File: src/rtl/iox_pkg.sv
package iox_pkg;

  typedef enum logic [1:0] {
    ACC_NONE = 2'd0,
    ACC_RD   = 2'd1,
    ACC_WR   = 2'd2,
    ACC_RW   = 2'd3
  } acc_e;

  function automatic acc_e acc_decode(input logic [1:0] low_bits);
    return acc_e'(low_bits);
  endfunction

  function automatic logic acc_allows(input acc_e right, input logic is_wr);
    logic [1:0] r;
    r = right;
    return is_wr ? r[1] : r[0];
  endfunction

endpackage

File: src/rtl/iox_table.sv
module iox_table #(
  parameter int ENTRY_W   = 64,
  parameter int N_ENTRIES = 12,
  parameter int TBL_W     = 4
) (
  input  logic               clk,
  input  logic               rst_n,
  input  logic               wr_en,
  input  logic [TBL_W-1:0]   wr_idx,
  input  logic [ENTRY_W-1:0] wr_data,
  input  logic [TBL_W-1:0]   rd_idx,
  output logic [ENTRY_W-1:0] rd_data
);

  logic [ENTRY_W-1:0] ent [N_ENTRIES];

  for (genvar g = 0; g < N_ENTRIES; g++) begin : g_ent
    logic [ENTRY_W-1:0] q;
    logic               sel;
    assign sel = wr_en && (wr_idx == TBL_W'(g));
    always_ff @(posedge clk or negedge rst_n) begin
      if (!rst_n)   q <= '0;
      else if (sel) q <= wr_data;
    end
    assign ent[g] = q;

    // a write lands in the addressed entry on the next edge
    p_entry_write_r10: assert property (@(posedge clk) disable iff (!rst_n)
      (wr_en && wr_idx == TBL_W'(g)) |=> (q == $past(wr_data)));
  end

  always_comb begin
    rd_data = '0;
    for (int i = 0; i < N_ENTRIES; i++) begin
      if (rd_idx == TBL_W'(i)) rd_data = ent[i];
    end
  end

endmodule

File: src/rtl/iox_lookup.sv
module iox_lookup
  import iox_pkg::*;
#(
  parameter int ADDR_W     = 16,
  parameter int ENTRY_W    = 64,
  parameter int PAGE_SHIFT = 4,
  parameter int N_ENTRIES  = 12,
  parameter int TBL_W      = 4
) (
  input  logic [ADDR_W-1:0]  addr,
  input  logic               is_wr,
  input  logic [ENTRY_W-1:0] entry,
  output logic [TBL_W-1:0]   tbl_idx,
  output logic               hit,
  output logic [ADDR_W-1:0]  iova,
  output logic [ENTRY_W-1:0] phys,
  output logic [ENTRY_W-1:0] mask,
  output logic [1:0]         perm,
  output logic               grant
);

  localparam int PIDX_W = ADDR_W - PAGE_SHIFT;
  localparam logic [ADDR_W-1:0]  OFF_A = {{PIDX_W{1'b0}}, {PAGE_SHIFT{1'b1}}};
  localparam logic [ENTRY_W-1:0] OFF_E = {{(ENTRY_W-PAGE_SHIFT){1'b0}}, {PAGE_SHIFT{1'b1}}};
  localparam logic [PIDX_W:0]    LIMIT = (PIDX_W+1)'(N_ENTRIES);

  function automatic logic [PIDX_W-1:0] page_of(input logic [ADDR_W-1:0] a);
    return a[ADDR_W-1:PAGE_SHIFT];
  endfunction

  function automatic logic [ENTRY_W-1:0] strip_offset(input logic [ENTRY_W-1:0] e);
    return e & ~OFF_E;
  endfunction

  logic [PIDX_W-1:0] page;
  acc_e              right;

  assign page    = page_of(addr);
  assign hit     = ({1'b0, page} < LIMIT);
  assign tbl_idx = TBL_W'(page);

  always_comb begin
    if (hit) begin
      iova  = addr & ~OFF_A;
      phys  = strip_offset(entry);
      mask  = OFF_E;
      right = acc_decode(entry[1:0]);
    end else begin
      iova  = '0;
      phys  = '0;
      mask  = '1;
      right = ACC_NONE;
    end
  end

  assign perm  = right;
  assign grant = hit && acc_allows(right, is_wr);

endmodule

File: src/rtl/iox_rsp_reg.sv
module iox_rsp_reg #(
  parameter int ADDR_W  = 16,
  parameter int ENTRY_W = 64
) (
  input  logic               clk,
  input  logic               rst_n,
  input  logic               in_valid,
  input  logic               in_hit,
  input  logic               in_wr,
  input  logic [ADDR_W-1:0]  in_iova,
  input  logic [ENTRY_W-1:0] in_phys,
  input  logic [ENTRY_W-1:0] in_mask,
  input  logic [1:0]         in_perm,
  input  logic               in_grant,
  output logic               out_valid,
  output logic               out_hit,
  output logic               out_wr,
  output logic [ADDR_W-1:0]  out_iova,
  output logic [ENTRY_W-1:0] out_phys,
  output logic [ENTRY_W-1:0] out_mask,
  output logic [1:0]         out_perm,
  output logic               out_grant
);

  always_ff @(posedge clk or negedge rst_n) begin
    if (!rst_n) begin
      out_valid <= 1'b0;
      out_hit   <= 1'b0;
      out_wr    <= 1'b0;
      out_iova  <= '0;
      out_phys  <= '0;
      out_mask  <= '0;
      out_perm  <= '0;
      out_grant <= 1'b0;
    end else begin
      out_valid <= in_valid;
      if (in_valid) begin
        out_hit   <= in_hit;
        out_wr    <= in_wr;
        out_iova  <= in_iova;
        out_phys  <= in_phys;
        out_mask  <= in_mask;
        out_perm  <= in_perm;
        out_grant <= in_grant;
      end
    end
  end

endmodule

File: src/rtl/iova_xlate.sv
module iova_xlate #(
  parameter int ADDR_W     = 16,
  parameter int ENTRY_W    = 64,
  parameter int PAGE_SHIFT = 4,
  parameter int N_ENTRIES  = 12,
  parameter int TBL_W      = (N_ENTRIES > 1) ? $clog2(N_ENTRIES) : 1
) (
  input  logic               clk,
  input  logic               rst_n,
  input  logic               req_valid,
  input  logic [ADDR_W-1:0]  req_addr,
  input  logic               req_is_write,
  input  logic               upd_en,
  input  logic [TBL_W-1:0]   upd_index,
  input  logic [ENTRY_W-1:0] upd_data,
  output logic               rsp_valid,
  output logic [ADDR_W-1:0]  rsp_iova,
  output logic [ENTRY_W-1:0] rsp_phys,
  output logic [ENTRY_W-1:0] rsp_mask,
  output logic [1:0]         rsp_perm,
  output logic               rsp_grant
);

  localparam longint unsigned WINDOW = longint'(N_ENTRIES) << PAGE_SHIFT;
  localparam logic [ADDR_W-1:0] OFF_A = ADDR_W'((1 << PAGE_SHIFT) - 1);

  logic [TBL_W-1:0]   lk_idx;
  logic [ENTRY_W-1:0] lk_entry;
  logic               lk_hit;
  logic [ADDR_W-1:0]  lk_iova;
  logic [ENTRY_W-1:0] lk_phys;
  logic [ENTRY_W-1:0] lk_mask;
  logic [1:0]         lk_perm;
  logic               lk_grant;
  logic               rsp_hit;
  logic               rsp_dir;

  iox_table #(
    .ENTRY_W(ENTRY_W), .N_ENTRIES(N_ENTRIES), .TBL_W(TBL_W)
  ) u_table (
    .clk(clk), .rst_n(rst_n),
    .wr_en(upd_en), .wr_idx(upd_index), .wr_data(upd_data),
    .rd_idx(lk_idx), .rd_data(lk_entry)
  );

  iox_lookup #(
    .ADDR_W(ADDR_W), .ENTRY_W(ENTRY_W), .PAGE_SHIFT(PAGE_SHIFT),
    .N_ENTRIES(N_ENTRIES), .TBL_W(TBL_W)
  ) u_lookup (
    .addr(req_addr), .is_wr(req_is_write), .entry(lk_entry),
    .tbl_idx(lk_idx), .hit(lk_hit), .iova(lk_iova), .phys(lk_phys),
    .mask(lk_mask), .perm(lk_perm), .grant(lk_grant)
  );

  iox_rsp_reg #(
    .ADDR_W(ADDR_W), .ENTRY_W(ENTRY_W)
  ) u_rsp (
    .clk(clk), .rst_n(rst_n),
    .in_valid(req_valid), .in_hit(lk_hit), .in_wr(req_is_write),
    .in_iova(lk_iova), .in_phys(lk_phys), .in_mask(lk_mask),
    .in_perm(lk_perm), .in_grant(lk_grant),
    .out_valid(rsp_valid), .out_hit(rsp_hit), .out_wr(rsp_dir),
    .out_iova(rsp_iova), .out_phys(rsp_phys), .out_mask(rsp_mask),
    .out_perm(rsp_perm), .out_grant(rsp_grant)
  );

  // response one cycle after each request, none otherwise
  p_rsp_follows_req_r8: assert property (@(posedge clk) disable iff (!rst_n)
    req_valid |=> rsp_valid);
  p_rsp_quiet_r8: assert property (@(posedge clk) disable iff (!rst_n)
    !req_valid |=> !rsp_valid);

  // a miss yields the no-access result
  p_miss_result_r6: assert property (@(posedge clk) disable iff (!rst_n)
    (rsp_valid && !rsp_hit) |-> (rsp_mask == '1 && rsp_perm == 2'd0 &&
                                 rsp_phys == '0 && rsp_iova == '0 && !rsp_grant));

  // the physical page never carries offset or access bits
  p_phys_aligned_r4: assert property (@(posedge clk) disable iff (!rst_n)
    rsp_valid |-> ((rsp_phys & rsp_mask) == '0));

  // aligned I/O address follows the request address
  p_iova_from_addr_r3: assert property (@(posedge clk) disable iff (!rst_n)
    (rsp_valid && rsp_hit) |-> (rsp_iova == ($past(req_addr) & ~OFF_A)));

  // a grant only when the right covers the direction
  p_grant_dir_r9: assert property (@(posedge clk) disable iff (!rst_n)
    rsp_grant |-> (rsp_hit && (rsp_dir ? rsp_perm[1] : rsp_perm[0])));

  // hits only inside the window
  p_window_r11: assert property (@(posedge clk) disable iff (!rst_n)
    (rsp_valid && rsp_hit) |-> (longint'($past(req_addr)) < WINDOW));

endmodule

File: config.mk
export PLATFORM = sky130hd
export DESIGN_NAME = iova_xlate
export DESIGN_NICKNAME = d
export VERILOG_FILES = /design/src/rtl/iox_pkg.sv /design/src/rtl/iox_table.sv /design/src/rtl/iox_lookup.sv /design/src/rtl/iox_rsp_reg.sv /design/src/rtl/iova_xlate.sv
export SDC_FILE = /design/constraint.sdc
export NUM_CORES = 1
export LEC_CHECK = 0
export ABC_AREA = 1
export BUFFER_PORTS_ARGS = -buffer_cell sky130_fd_sc_hd__buf_4
export CORE_MARGIN = 1
export CORE_UTILIZATION = 29
export CTS_CLUSTER_DIAMETER = 120
export DETAILED_ROUTE_END_ITERATION = 10
export GPL_TIMING_DRIVEN = 0
export PLACE_DENSITY = 0.55
export SETUP_SLACK_MARGIN = 0.2
export SYNTH_ARGS = -nofsm -noshare
export SYNTH_HDL_FRONTEND = slang
export SYNTH_SLANG_ARGS = --single-unit
File: constraint.sdc
create_clock -name clk -period 1.61 [get_ports clk]
set_input_delay 0.2415 -clock clk [delete_from_list [all_inputs] [get_ports clk]]
set_output_delay 0.2415 -clock clk [all_outputs]
set_load 0.01 [all_outputs]
==> results of run 1 <==
[power breakdown]
part	internal (uW)	leakage (uW)	switching [uW]	total [uW]
Sequential	24500	0.0105	2050	26500
Clock	12300	0.00150	9050	21400
Combinational	2580	0.00955	3950	6520
[worst max-delay path, cell delays in order (launching register included)]
cell and delay, ns:
dfrtp_4 0.52, buf_12 0.18, buf_4 0.13, buf_4 0.13
[final cells by class]
cell class / count / area (sq um)
Tap cell: 1612 / 2020
Sequential cell: 822 / 20600
Buffer: 395 / 2350
Timing Repair Buffer: 359 / 3440
Inverter: 144 / 557
Antenna cell: 4 / 10.0
Fill cell: 12400 / 75300
Clock buffer: 135 / 2720
Clock inverter: 30 / 304
Multi-Input combinational cell: 2825 / 13000
[cell families after synthesis]
family	after synthesis	synth area share
AND/OR/NAND/NOR	1901	0.220
AO/OA/AOI/OAI	916	0.130
flip-flops	822	0.583
buffers and inverters	539	0.0668
other	1	0.000106
[per-layer routing]
layer | up-vias | part of all wire
li1 | 14400 | -
met1 | 16000 | 0.43
met2 | 1265 | 0.45
met3 | 218 | 0.085
met4 | 8 | 0.031
met5 | - | 0.00040
[per-stage QoR]
| stage | instances | hold slack (ns) |
|---|---|---|
| final | 6326 | -0.462 |
| after global routing | 6322 | -0.439 |
| after CTS | 6299 | -0.475 |
| after detailed placement | 6028 | 0.227 |
| after global placement | 6020 | 0.418 |
| after floorplan | 4186 | -0.0541 |
[placed cells by master, fill, tap and decap left out, drive strengths merged]
cell type	n
nand2	1466
dfrtp	822
o21ai	799
buf	411
clkbuf	405
inv	147
nor2	144
a21oi	109
nand4	107
nand3	87
dlygate4sd3	71
nor3	63
nor3b	26
clkinv	20
conb	8
or2	6
o22ai	6
diode	4
bufinv	4
clkinvlp	3
nor4	2
o211ai	1
a22oi	1
bufbuf	1
dlymetal6s4s	1
[state kept, by name, summed over array words and instances, names as in the netlist]
register	count
u_table.g_ent.q	744
u_rsp.out_phys	60
u_rsp.out_iova	12
u_rsp.out_mask	2
u_rsp.out_perm	2
u_rsp.out_grant	1
u_rsp.out_valid	1
[final timing paths]
path | slack [ns] | cells past startpoint | start | to
worst max-delay path | -0.28 | 3 | u_rsp.out_mask[62]$_DFFE_PN0P_ | rsp_mask[7]
worst max register to register | 0.11 | 10 | u_table.g_ent[0].q[0]$_DFFE_PN0P_ | u_rsp.out_grant$_DFFE_PN0P_
min in group clk | 0.03 | 3 | req_addr[5] | u_rsp.out_iova[5]$_DFFE_PN0P_
worst min-delay path | -0.46 | 1 | rst_n | u_table.g_ent[8].q[46]$_DFFE_PN0P_
max in group asynchronous | 0.46 | 4 | rst_n | u_rsp.out_mask[62]$_DFFE_PN0P_
worst min register to register | 0.48 | 2 | u_rsp.out_phys[45]$_DFFE_PN0P_ | u_rsp.out_phys[45]$_DFFE_PN0P_
[repair_timing]
| action | 4_1_cts | 5_1_grt |
|---|---|---|
| pin swaps | 11 | 72 |
| cloned | 1 | 1 |
| gates resized for setup | 259 | 232 |
| hold endpoints to repair | 192 | 54 |
| setup buffers | 33 | 22 |
| setup endpoints to repair | 942 | 843 |
==> metrics.md, run 1 <==
| Metric | Value |
|---|---|
| Antenna Nets Post-Route | `0` |
| Skew final | `0.0271 ns` |
| Relative slew margins | `0.480` |
| Yosys top cell by area | `dfrtp_1` |
| Final core occ | `0.374` |
| CP endpoint kind | `output pin` |
| Syn. warnings | `0` |
| Die W | `351 um` |
| H-tree Lvls | `3` |
| Die Y | `351 um` |
| Antenna violations before repair | `7` |
| Met1 Use GR | `0.306` |
| Vias per inst | `5.05` |
| Startpoint types | `flop` |
| Layout cell share with drive strength beyond 1 | `0.171` |
| Critical path arrival | `1.65 ns` |
| Final GP Congestion | `0.884` |
| Pre-CTS setup slack | `-1.80 ns` |
| Final worst slack | `-0.281 ns` |
| Overflow after GRT | `0` |
| Initial core utilization | `0.293` |
| Async S/R FF share, synth | `1.00` |
| Synth Flop Type | `dfrtp_1` |
| Post-Syn Instances | `4179` |
| Total Power | `54500 uW` |
| Core area | `120000 sq um` |
| Hold crit path type | `input port to async pin` |
| Post-place instance area | `39300 sq um` |
| Worst-margin pin slew | `0.779 ns` |
| Status | `complete, but fails checks` |
| Skew-Pair Late Insertion Delay | `0.68 ns` |
| Initial detailed-routing violation count | `3368` |
| Register bit total from synthesis | `822` |
| Max Cap Viol | `0` |
| Setup Viol. Count Final | `60` |
| Post-synth EDFFs | `0` |
| CTS Sinks | `822` |
| Drt total wl | `139000 um` |
| Fmax | `529 MHz` |
| Post-synthesis sequential area ratio | `0.583` |
| Final Cell Area | `45000 sq um` |
| Wire per inst | `21.9 um` |
| Clock buffer depth | `3` |
| Global Route met2 Usage | `0.349` |
| Setup TNS | `-15.61 ns` |
| IO Port Bufs | `222` |
| Max Slew Vio Count | `0` |
| Clk root buf | `clkbuf_16` |
| Synth top area cells | `dfrtp_1 58%, nand2_1 16%, o21ai_0 11%, clkbuf_1 2.9%, nand4_1 1.9%` |
| Final critical-path share of the clock period | `1.17` |
| WS Path Type | `flop to output pin` |
| PwrDens | `1210 nW/um^2` |
| Drt pass-1 iters | `6` |
| GR Util All Layers | `0.223` |
| Cell Area, Synth | `35300 sq um` |
| RSZ-0062 raised after global routing | `true` |
| Largest net degree at the start of global routing | `107` |
| Most used routing layer | `met2` |
| Cell Rows | `127` |
| M3 GR Usage | `0.0513` |
| Fin. Hold Viols | `93` |
| Leakage | `0.0216 uW` |
| Die area | `123000 sq um` |
| Failing checks | `hold timing, setup timing` |
| # hold bufs at CTS | `72` |
| Hpwl dp | `92200 um` |
| CP Data Required Time | `1.37 ns` |
| Synth top area share | `0.583` |
| Fin crit period | `1.89 ns` |
| First-pass GRT wire length | `204000 um` |
| Area delta synth->final | `27.5%` |
| Synth unique cells | `28` |
| Peak supply drop | `807 uV` |
| NumNets Final | `4727` |
| Vias | `31.9k` |
| DRC errors left | `0` |
| Total CTS buffers | `91` |
| Clock Pin Slew Worst Setup and Hold Paths | `0.06 ns` |
| Synth cell count leaders | `1464 x nand2_1, 822 x dfrtp_1, 761 x o21ai_0` |
| CTS tree | `built` |
| Synthesized area per cell | `8.44 sq um` |
| Hold slack | `-0.462 ns` |
| CP max FO | `30` |
| Num ports | `237` |
| Count leader, synth | `nand2_1` |
| Vias in the first global route | `30.4k` |
(Power assumes the default switching activity.)
==> run 2: changes to the inputs <==
PLACE_DENSITY = default   (was 0.55)
==> metrics.md, run 2 (synthesis results as in run 1) <==
| Metric | Value |
|---|---|
| Status | `complete, but fails checks` |
| Failing checks | `hold timing, setup timing` |
| Startpoint types | `flop` |
| Antenna Nets Post-Route | `0 (unchanged)` |
| CP Data Required Time | `1.37 ns (about the same)` |
| Die Y | `351 um (unchanged)` |
| Crit path top cell by count | `buf_4` |
| Clk root buf | `clkbuf_16` |
| PwrDens | `1190 nW/um^2 (-1.9%)` |
| Die W | `351 um (unchanged)` |
| Core area | `120000 sq um (unchanged)` |
| Final critical-path share of the clock period | `1.15 (-0.0242)` |
| Relative slew margins | `0.494 (+0.0132)` |
| Drt pass-1 iters | `6 (unchanged)` |
| Hpwl dp | `90200 um (-2.2%)` |
| First-pass GRT wire length | `198000 um (-3.0%)` |
| Cell Rows | `127 (unchanged)` |
| Skew-Pair Late Insertion Delay | `0.65 ns (-0.03 ns)` |
| Slowest Stage Delay on Critical Path | `0.53 ns (about the same)` |
| Fin. Hold Viols | `97 (+4.3%)` |
| CTS Sinks | `822 (unchanged)` |
| Most flop-heavy register | `u_table.g_ent.q` |
| Post-place instance area | `39300 sq um (about the same)` |
| Final core occ | `0.375 (+0.00149)` |
| Drt total wl | `136000 um (-2.0%)` |
| Wire per inst | `21.5 um (-1.9%)` |
| Clock buffer depth | `3 (unchanged)` |
| IO Port Bufs | `222 (unchanged)` |
| CP endpoint kind | `output pin` |
| Setup Viol. Count Final | `63 (+5.0%)` |
| Final worst slack | `-0.242 ns (+0.0390 ns)` |
| Worst-margin pin slew | `0.760 ns (-0.0198 ns)` |
| Top Registers | `u_table.g_ent.q: 744 flops, u_rsp.out_phys: 60 flops, u_rsp.out_iova: 12 flops` |
| Hold crit path type | `input port to async pin` |
| Most frequent cells in the layout | `1430 x nand2_1, 820 x dfrtp_1, 749 x o21ai_0` |
| Commonest non-fill, non-tap cell in the layout | `nand2_1` |
| Leakage | `0.0216 uW (+0.22%)` |
| Area delta synth->final | `28.0%` |
| Largest register FFs | `744 (unchanged)` |
| CP Cell Sequence | `buf_6, buf_4, buf_4` |
| Largest net degree at the start of global routing | `116 (+8.4%)` |
| Die area | `123000 sq um (unchanged)` |
| Num ports | `237 (unchanged)` |
| Vias in the first global route | `29.8k (-1.9%)` |
| Setup TNS | `-13.70 ns (+1.90 ns)` |
| Vias per inst | `5.07 (+0.38%)` |
| Critical path arrival | `1.61 ns (-0.04 ns)` |
| Critical-path top delay cell | `dfrtp_4` |
| Filler Cell Count | `12.3k (-0.65%)` |
| Overflow after GRT | `0 (unchanged)` |
| Fmax | `540 MHz (+2.1%)` |
| Layout cell share with drive strength beyond 1 | `0.176 (+0.00507)` |
| Hold slack | `-0.451 ns (+0.0102 ns)` |
| Max Cap Viol | `0 (unchanged)` |
| Total CTS buffers | `89 (-2.2%)` |
| RSZ-0062 raised after global routing | `true` |
| Clock Pin Slew Worst Setup and Hold Paths | `0.06 ns (about the same)` |
| Final Cell Area | `45200 sq um (+0.40%)` |
| NumNets Final | `4732 (+0.11%)` |
| Initial detailed-routing violation count | `3815 (+13%)` |
| DRC errors left | `0 (unchanged)` |
| Fin crit period | `1.85 ns (-0.0390 ns)` |
| H-tree Lvls | `3 (unchanged)` |
| Max Slew Vio Count | `0 (unchanged)` |
| CP max FO | `16 (-47%)` |
| Total Power | `53600 uW (-1.5%)` |
| Peak supply drop | `834 uV (+3.4%)` |
| CTS tree | `built` |
| GR Util All Layers | `0.215 (-0.00777)` |
| Vias | `32.0k (+0.29%)` |
| Final GP Congestion | `0.917 (+3.8%)` |
| Skew final | `0.0225 ns (-0.00464 ns)` |
| WS Path Type | `flop to output pin` |
| Initial core utilization | `0.293 (unchanged)` |
| Antenna violations before repair | `15 (+8)` |
| Pre-CTS setup slack | `-1.83 ns (-0.0251 ns)` |
## run 2: final cells by class
cell class / count / area (sq um) / area share
antenna: 3 / 7.51 / 0.000166
clock inverter: 19 / 210 / 0.00465
inverter: 144 / 579 / 0.0128
clock buffer: 134 / 2630 / 0.0582
tap: 1612 / 2020 / 0.0447
timing repair buffer: 368 / 3530 / 0.0781
multi-input combinational: 2825 / 13100 / 0.291
sequential: 822 / 20600 / 0.456
buffer: 393 / 2490 / 0.0552
## run 2: worst max-delay path, delay by kind of cell, from the launching register on
family	cells	cell delay (ns)
buffers and inverters	3	0.44
DFF	1	0.53
## run 2: worst paths after layout
| path | startpoint | end | slack, ns | depth (start not counted) |
|---|---|---|---|---|
| setup / recovery | u_rsp.out_mask[62]$_DFFE_PN0P_ | rsp_mask[62] | -0.24 | 3 |
| min in group clk | req_addr[4] | u_rsp.out_iova[4]$_DFFE_PN0P_ | 0.08 | 3 |
| max in group asynchronous | rst_n | u_rsp.out_mask[62]$_DFFE_PN0P_ | 0.46 | 3 |
| setup reg to reg | u_table.g_ent[1].q[1]$_DFFE_PN0P_ | u_rsp.out_grant$_DFFE_PN0P_ | -0.11 | 10 |
| hold reg to reg | u_table.g_ent[8].q[48]$_DFFE_PN0P_ | u_table.g_ent[8].q[48]$_DFFE_PN0P_ | 0.48 | 2 |
| hold / removal | rst_n | u_table.g_ent[8].q[46]$_DFFE_PN0P_ | -0.45 | 1 |
## run 2: where the power goes
part | total [uW] | leakage, uW | internal, uW | switching [uW]
logic | 6690 | 0.00968 | 2680 | 4010
clock network | 20400 | 0.00140 | 11800 | 8510
registers | 26600 | 0.0105 | 24500 | 2100
total | 53600 | 0.0216 | 39000 | 14600
## run 2: metrics by stage
step,std cells,hold WS [ns]
floorplan,4186,-0.0541
global placement,6020,0.419
detailed placement,6027,0.379
CTS,6277,-0.307
global route,6317,-0.387
finish,6320,-0.451
## run 2: metal layers
layer | GRT usage | up-vias | wire [um]
met5 | 0 | - | 146
met4 | 0.0751 | 22 | 5230
met3 | 0.0574 | 274 | 14500
met2 | 0.326 | 1454 | 59900
met1 | 0.295 | 15800 | 56100
li1 | - | 14400 | -
## run 2: repair_timing
item | CTS | global route
hold buffers | 64 | 1
pin swaps | 14 | 103
setup buffers | 33 | 38
hold endpoints to repair | 225 | 98
resized for setup | 240 | 328
cloned | 0 | 3
endpoints found under the setup margin | 909 | 1030
